$ cat config.mk
export PLATFORM = sky130hd
export DESIGN_NAME = ict_channel
export DESIGN_NICKNAME = d
export VERILOG_FILES = /design/src/rtl/ict_pkg.sv /design/src/rtl/ict_edge_sync.sv /design/src/rtl/ict_event_counter.sv /design/src/rtl/ict_link_decode.sv /design/src/rtl/ict_channel.sv
export SDC_FILE = /design/constraint.sdc
export NUM_CORES = 1
export LEC_CHECK = 0
export ABC_AREA = 1
export BUFFER_PORTS_ARGS = -buffer_cell sky130_fd_sc_hd__buf_2
export CAP_MARGIN = 10
export CELL_PAD_IN_SITES_DETAIL_PLACEMENT = 2
export CELL_PAD_IN_SITES_GLOBAL_PLACEMENT = 2
export CORE_ASPECT_RATIO = 0.5
export CORE_MARGIN = 5
export CORE_UTILIZATION = 32
export DETAILED_ROUTE_END_ITERATION = 12
export GPL_TIMING_DRIVEN = 1
export PLACE_DENSITY = 0.92
export SYNTH_ARGS = -nofsm -noshare
export SYNTH_HDL_FRONTEND = slang
export SYNTH_HIERARCHICAL = 1
export SYNTH_SLANG_ARGS = --single-unit
$ cat constraint.sdc
create_clock -name clk_i -period 2 [get_ports clk_i]
set_input_delay 0.4 -clock clk_i [delete_from_list [all_inputs] [get_ports clk_i]]
set_output_delay 0.4 -clock clk_i [all_outputs]
set_load 0.01 [all_outputs]
$ cat src/rtl/ict_pkg.sv
package ict_pkg;
  localparam int REG_W = 16;
  localparam int ADDR_W = 3;

  typedef enum logic [2:0] {
    A_CTRL   = 3'd0,
    A_MAX    = 3'd1,
    A_LINK   = 3'd2,
    A_FLAG   = 3'd3,
    A_CAP    = 3'd4,
    A_REMAIN = 3'd5,
    A_STATUS = 3'd6
  } reg_addr_e;

  // CTRL bit positions
  localparam int C_SINGLE = 2;
  localparam int C_LINK   = 3;
  localparam int C_FLAG   = 4;
  localparam int C_ARM    = 5;
  localparam int C_STOP   = 6;
endpackage

$ cat src/rtl/ict_edge_sync.sv
module ict_edge_sync #(
  parameter int SYNC_STAGES = 2
) (
  input  logic       clk_i,
  input  logic       rst_ni,
  input  logic       pin_i,
  input  logic [1:0] sel_i,
  output logic       hit_o
);
  logic [SYNC_STAGES-1:0] chain_q;
  logic                   prev_q;
  logic                   cur;

  assign cur = chain_q[SYNC_STAGES-1];

  always_ff @(posedge clk_i or negedge rst_ni) begin
    if (!rst_ni) begin
      chain_q <= '0;
      prev_q  <= 1'b0;
    end else begin
      chain_q <= {chain_q[SYNC_STAGES-2:0], pin_i};
      prev_q  <= cur;
    end
  end

  assign hit_o = (sel_i[0] & cur & ~prev_q) | (sel_i[1] & ~cur & prev_q);
endmodule

$ cat src/rtl/ict_event_counter.sv
module ict_event_counter #(
  parameter int CNT_W = 8
) (
  input  logic             clk_i,
  input  logic             rst_ni,
  input  logic             arm_i,
  input  logic             hit_i,
  input  logic             single_i,
  input  logic [CNT_W-1:0] max_i,
  output logic             evt_o,
  output logic [CNT_W-1:0] remain_o,
  output logic             stopped_o
);
  logic [CNT_W-1:0] eff_max;
  logic [CNT_W-1:0] remain_q;
  logic             stopped_q;

  assign eff_max   = (max_i == '0) ? CNT_W'(1) : max_i;
  assign evt_o     = hit_i && !stopped_q && !arm_i && (remain_q <= CNT_W'(1));
  assign remain_o  = remain_q;
  assign stopped_o = stopped_q;

  always_ff @(posedge clk_i or negedge rst_ni) begin
    if (!rst_ni) begin
      remain_q  <= '0;
      stopped_q <= 1'b1;
    end else if (arm_i) begin
      remain_q  <= eff_max;
      stopped_q <= 1'b0;
    end else if (evt_o) begin
      remain_q  <= single_i ? '0 : eff_max;
      stopped_q <= single_i;
    end else if (hit_i && !stopped_q) begin
      remain_q  <= remain_q - CNT_W'(1);
    end
  end
endmodule

$ cat src/rtl/ict_link_decode.sv
module ict_link_decode #(
  parameter int NUM_CH   = 16,
  parameter int LINK_MAX = 8,
  localparam int SW = $clog2(NUM_CH),
  localparam int CW = $clog2(LINK_MAX)
) (
  input  logic          en_i,
  input  logic [SW-1:0] start_i,
  input  logic [CW-1:0] cnt_m1_i,
  output logic [NUM_CH-1:0] vec_o
);
  // offset wraps modulo NUM_CH (power of two)
  for (genvar g = 0; g < NUM_CH; g++) begin : g_ch
    logic [SW-1:0] off;
    assign off      = SW'(g) - start_i;
    assign vec_o[g] = en_i && (off <= SW'(cnt_m1_i));
  end
endmodule

$ cat src/rtl/ict_channel.sv
module ict_channel
  import ict_pkg::*;
#(
  parameter int TB_W        = 16,
  parameter int CNT_W       = 8,
  parameter int NUM_CH      = 16,
  parameter int LINK_MAX    = 8,
  parameter int FLAG_AW     = 8,
  parameter int SYNC_STAGES = 2
) (
  input  logic               clk_i,
  input  logic               rst_ni,
  input  logic               pin_i,
  input  logic [TB_W-1:0]    tbase_i,
  input  logic               reg_we_i,
  input  logic [ADDR_W-1:0]  reg_addr_i,
  input  logic [REG_W-1:0]   reg_wdata_i,
  output logic [REG_W-1:0]   reg_rdata_o,
  output logic               irq_o,
  output logic [NUM_CH-1:0]  link_o,
  output logic               flag_inc_o,
  output logic [FLAG_AW-1:0] flag_addr_o
);
  localparam int SW = $clog2(NUM_CH);
  localparam int CW = $clog2(LINK_MAX);

  logic [1:0]         edge_sel_q;
  logic               single_q, link_en_q, flag_en_q;
  logic [CNT_W-1:0]   max_q;
  logic [SW-1:0]      link_start_q;
  logic [CW-1:0]      link_cnt_q;
  logic [FLAG_AW-1:0] flag_addr_q;
  logic [TB_W-1:0]    cap_q;
  logic               irq_q;
  logic [NUM_CH-1:0]  link_q;
  logic               flag_inc_q;

  logic               hit, evt, stopped, arm_wr, wr_ctrl;
  logic [CNT_W-1:0]   remain;
  logic [NUM_CH-1:0]  link_vec;

  assign wr_ctrl = reg_we_i && (reg_addr_i == A_CTRL);
  assign arm_wr  = wr_ctrl && reg_wdata_i[C_ARM];

  ict_edge_sync #(.SYNC_STAGES(SYNC_STAGES)) u_sync (
    .clk_i, .rst_ni, .pin_i, .sel_i(edge_sel_q), .hit_o(hit)
  );

  ict_event_counter #(.CNT_W(CNT_W)) u_cnt (
    .clk_i, .rst_ni, .arm_i(arm_wr), .hit_i(hit), .single_i(single_q),
    .max_i(max_q), .evt_o(evt), .remain_o(remain), .stopped_o(stopped)
  );

  ict_link_decode #(.NUM_CH(NUM_CH), .LINK_MAX(LINK_MAX)) u_link (
    .en_i(link_en_q), .start_i(link_start_q), .cnt_m1_i(link_cnt_q), .vec_o(link_vec)
  );

  always_ff @(posedge clk_i or negedge rst_ni) begin
    if (!rst_ni) begin
      edge_sel_q   <= '0;
      single_q     <= 1'b0;
      link_en_q    <= 1'b0;
      flag_en_q    <= 1'b0;
      max_q        <= CNT_W'(1);
      link_start_q <= '0;
      link_cnt_q   <= '0;
      flag_addr_q  <= '0;
    end else if (reg_we_i) begin
      case (reg_addr_i)
        A_CTRL: begin
          edge_sel_q <= reg_wdata_i[1:0];
          single_q   <= reg_wdata_i[C_SINGLE];
          link_en_q  <= reg_wdata_i[C_LINK];
          flag_en_q  <= reg_wdata_i[C_FLAG];
        end
        A_MAX:  max_q <= reg_wdata_i[CNT_W-1:0];
        A_LINK: begin
          link_start_q <= reg_wdata_i[SW-1:0];
          link_cnt_q   <= reg_wdata_i[4 +: CW];
        end
        A_FLAG: flag_addr_q <= reg_wdata_i[FLAG_AW-1:0];
        default: ;
      endcase
    end
  end

  always_ff @(posedge clk_i or negedge rst_ni) begin
    if (!rst_ni) begin
      cap_q      <= '0;
      irq_q      <= 1'b0;
      link_q     <= '0;
      flag_inc_q <= 1'b0;
    end else begin
      link_q     <= evt ? link_vec : '0;
      flag_inc_q <= evt && flag_en_q;
      if (evt) cap_q <= tbase_i;
      if (evt) irq_q <= 1'b1;
      else if (reg_we_i && reg_addr_i == A_STATUS && reg_wdata_i[0]) irq_q <= 1'b0;
    end
  end

  always_comb begin
    reg_rdata_o = '0;
    case (reg_addr_i)
      A_CTRL: begin
        reg_rdata_o[1:0]      = edge_sel_q;
        reg_rdata_o[C_SINGLE] = single_q;
        reg_rdata_o[C_LINK]   = link_en_q;
        reg_rdata_o[C_FLAG]   = flag_en_q;
        reg_rdata_o[C_STOP]   = stopped;
      end
      A_MAX:    reg_rdata_o[CNT_W-1:0] = max_q;
      A_LINK:   begin
        reg_rdata_o[SW-1:0] = link_start_q;
        reg_rdata_o[4 +: CW] = link_cnt_q;
      end
      A_FLAG:   reg_rdata_o[FLAG_AW-1:0] = flag_addr_q;
      A_CAP:    reg_rdata_o[TB_W-1:0] = cap_q;
      A_REMAIN: reg_rdata_o[CNT_W-1:0] = remain;
      A_STATUS: reg_rdata_o[0] = irq_q;
      default:  reg_rdata_o = '0;
    endcase
  end

  assign irq_o       = irq_q;
  assign link_o      = link_q;
  assign flag_inc_o  = flag_inc_q;
  assign flag_addr_o = flag_addr_q;
endmodule

==> results.md <==
* Commonest non-fill, non-tap cell in the layout: nand2_1
* Reg power frac at 0.331
* WP data arrival at 1.58 ns
* Peak supply drop at 0.4017 mV
* Final setup fails at 0
* Sw frac at 0.4385
* Largest cells by area after synthesis: dfrtp_1 39%, nand2_1 16%, inv_1 7.4%, ha_1 6.5%, nand3_1 5.1%
* Cells after DPL at 898
* Drt pass-1 iters at 5
* Tmin final at 1.984 ns
* Initial DRC count at 317
* Worst Tran Pin Value at 0.4227 ns
* Mapped Avg Cell Area at 7.385 sq um
* Overall Global Routing Usage at 0.2477
* Routed WL per cell at 23.13 um
* Lkg Pwr at 0.003239 uW
* Asr flop ratio synth at 1.000
* Die Ht at 94.93 um
* Post-synth net total at 688
* Switching pwr at 2970 uW
* Synthesized flop and latch total at 74
* Critical Path Fanout Max at 11
* FF+latch area at 1859 sq um
* Layout cell share with drive strength beyond 1 at 0.2407
* CTS tree: done
* First-pass GRT wire length at 32,480 um
* Grt total ovfl at 0
* Placer congestion estimate at 0.8577
* Port Buffers at 72
* PD cells at 1174 nW/um^2
* Clk_skew at 0.01403 ns
* Most frequent cells in the layout: 197 x nand2_1, 88 x inv_1, 70 x buf_2
* H-tree depth at 3
* Instance area after placement at 5301 sq um
* Width of the die at 179.8 um
* Achievable frequency at 503.9 MHz
* Post-route DRC at 0
* Clock slew at reported path FFs at 0.07 ns
* Total number of vias at 4,815
* Final Cell Area at 5771 sq um
* Vias in the first global route at 5,508
* Initial antenna violation count at 0
* Setup TNS at 0 ns
* CTS Buf Count at 9
* Row Count at 31
* Fillcell total at 1,632
* Ports at 81
* Tcrit/Tclk final at 0.9922
* Synth Flop Type: dfrtp_1
* Power Total at 6773 uW
* Nets at 785
* Die area at 17,070 sq um
* Clock power share at 0.256
* Area of the multi-input gates at 2311 sq um
* Pins Over Slew Limit at 0
* P_int at 3803 uW
* Root Driver: clkbuf_16
* Post-synth EDFFs at 0
* Non-filler cells, final at 925
* Drt total wl at 21,390 um
* YS warnings at 6
* Clock Sinks at 74
* Diode count at 0
* Sequential-to-total area share from yosys stat at 0.4017
* Synth top area share at 0.3903
* Largest net degree at the start of global routing at 59
* Synth area leader: dfrtp_1
* DPL Wire Length at 13,590 um
* Clock buffer depth at 2
* Area of the mapped netlist at 4616 sq um
* Initial Utilization at 0.3225
* Area growth, synth to finish at 25.02%
* Core Area at 14,310 sq um
* CP Launch Type: primary input
* Routed vias/inst at 5.205
* Endpoints failing hold at 0
* RSZ-0062 raised after global routing: yes
* Clk_lat worst skew at 0.35 ns
* Hold Crit Class: primary input to flip-flop
* Status: finished clean
* WS Path Type: primary input to primary output
* Critical path capture point type: primary output
* Crit path required time at 1.60 ns
* Antenna Nets Post-Route at 0
* Comb pwr share at 0.413
* Max Cap Viol at 0
* Final worst slack at 0.01552 ns
* Pre-CTS WS at -0.04076 ns
* Synthesized instance count at 625
* Relative slew slack at 0.7179
* Synth cell types at 39
-- state kept, by name, summed over array words and instances (netlist names), 2 cells and up --
signal          count
cap_q              16
edge_sel_q          2
flag_addr_o         8
link_cnt_q          3
link_o             16
link_start_q        4
max_q               8
u_cnt/remain_o      8
u_sync/chain_q      2
-- routing by layer --
layer,part of all wire,vias to the layer above,track usage
li1,-,2136,-
met1,0.40,2467,0.2754
met2,0.53,146,0.4774
met3,0.038,66,0.03732
met4,0.039,0,0.1103
met5,0,-,0
-- synth_stat cells, types with 2 or more instances --
library cell / number
inv_2: 3
o21bai_1: 2
nand2_4: 5
clkbuf_1: 5
inv_1: 91
buf_6: 4
buf_2: 3
o21ai_0: 36
nor2_1: 54
nand2_2: 4
nand3_1: 47
clkbuf_2: 2
dfstp_2: 2
buf_4: 6
a21oi_1: 13
nand4_1: 19
nand3_2: 3
nor2_2: 2
nor2_4: 9
dfrtp_1: 72
o21ai_1: 3
nand2_1: 198
a21oi_2: 2
ha_1: 24
xor2_1: 2
-- critical path: stages --
cell	delay, ns
buf_2	0.22
inv_1	0.12
buf_4	0.20
nand4_1	0.10
nand2_1	0.07
nor2_1	0.16
nand2_1	0.15
buf_2	0.17
-- per-stage QoR --
stage	util	hold WS, ns
2_1_floorplan	-	0.1044
3_3_place_gp	0.3704	0.2883
3_5_place_dp	0.3704	0.2867
4_1_cts	0.3972	0.1512
5_1_grt	0.4032	0.1526
6_report	0.4032	0.1570
-- kinds of logic (layout without fill, tap and decap cells) --
logic type | after synthesis | count (layout) | share of synthesized area
flops | 74 | 74 | 0.4017
simple gates | 346 | 346 | 0.3426
buf+inv | 117 | 219 | 0.1095
xor+xnor | 4 | 4 | 0.009219
compound gates | 60 | 60 | 0.07183
fa+ha+maj | 24 | 24 | 0.06506
-- final cells by class --
class | count | share of cell area
Clock buffer | 10 | 0.04141
Clock inverter | 6 | 0.01149
Inverter | 97 | 0.06483
Multi-Input combinational cell | 434 | 0.4005
Sequential cell | 74 | 0.3222
Tap cell | 198 | 0.04293
Timing Repair Buffer | 106 | 0.1167
-- power groups by stage --
stage | Clock (uW) | Combinational (uW) | Sequential (uW)
2_1_floorplan | 0 | 1570 | 2110
3_3_place_gp | 0 | 2150 | 2160
3_5_place_dp | 0 | 2420 | 2210
4_1_cts | 1750 | 2630 | 2220
5_1_grt | 1820 | 3050 | 2280
6_report | 1730 | 2800 | 2240
-- worst paths after layout --
| path | startpoint | end | slack [ns] | cells past startpoint |
|---|---|---|---|---|
| setup reg to reg | link_start_q[0]$_DFFE_PN0P_ | link_o[10]$_DFF_PN0_ | 0.05 | 11 |
| setup / recovery | reg_addr_i[1] | reg_rdata_o[6] | 0.02 | 8 |
| min in group asynchronous | rst_ni | max_q[6]$_DFFE_PN0P_ | 0.46 | 2 |
| hold / removal | pin_i | u_sync/chain_q[0]$_DFF_PN0_ | 0.16 | 1 |
| hold reg to reg | u_sync/chain_q[0]$_DFF_PN0_ | u_sync/chain_q[1]$_DFF_PN0_ | 0.36 | 0 |
| max in group asynchronous | rst_ni | link_start_q[2]$_DFFE_PN0P_ | 0.89 | 3 |
-- repair_timing --
item / 4_1_cts / 5_1_grt
hold buffers: 1 / 0
pin swaps: 0 / 2
setup buffers: 1 / 8
endpoints found under the setup margin: 33 / 29
resized for setup: 10 / 8
hold endpoints to repair: 16 / 0
cloned: 1 / 0
Power figures use the tool's default switching activity.
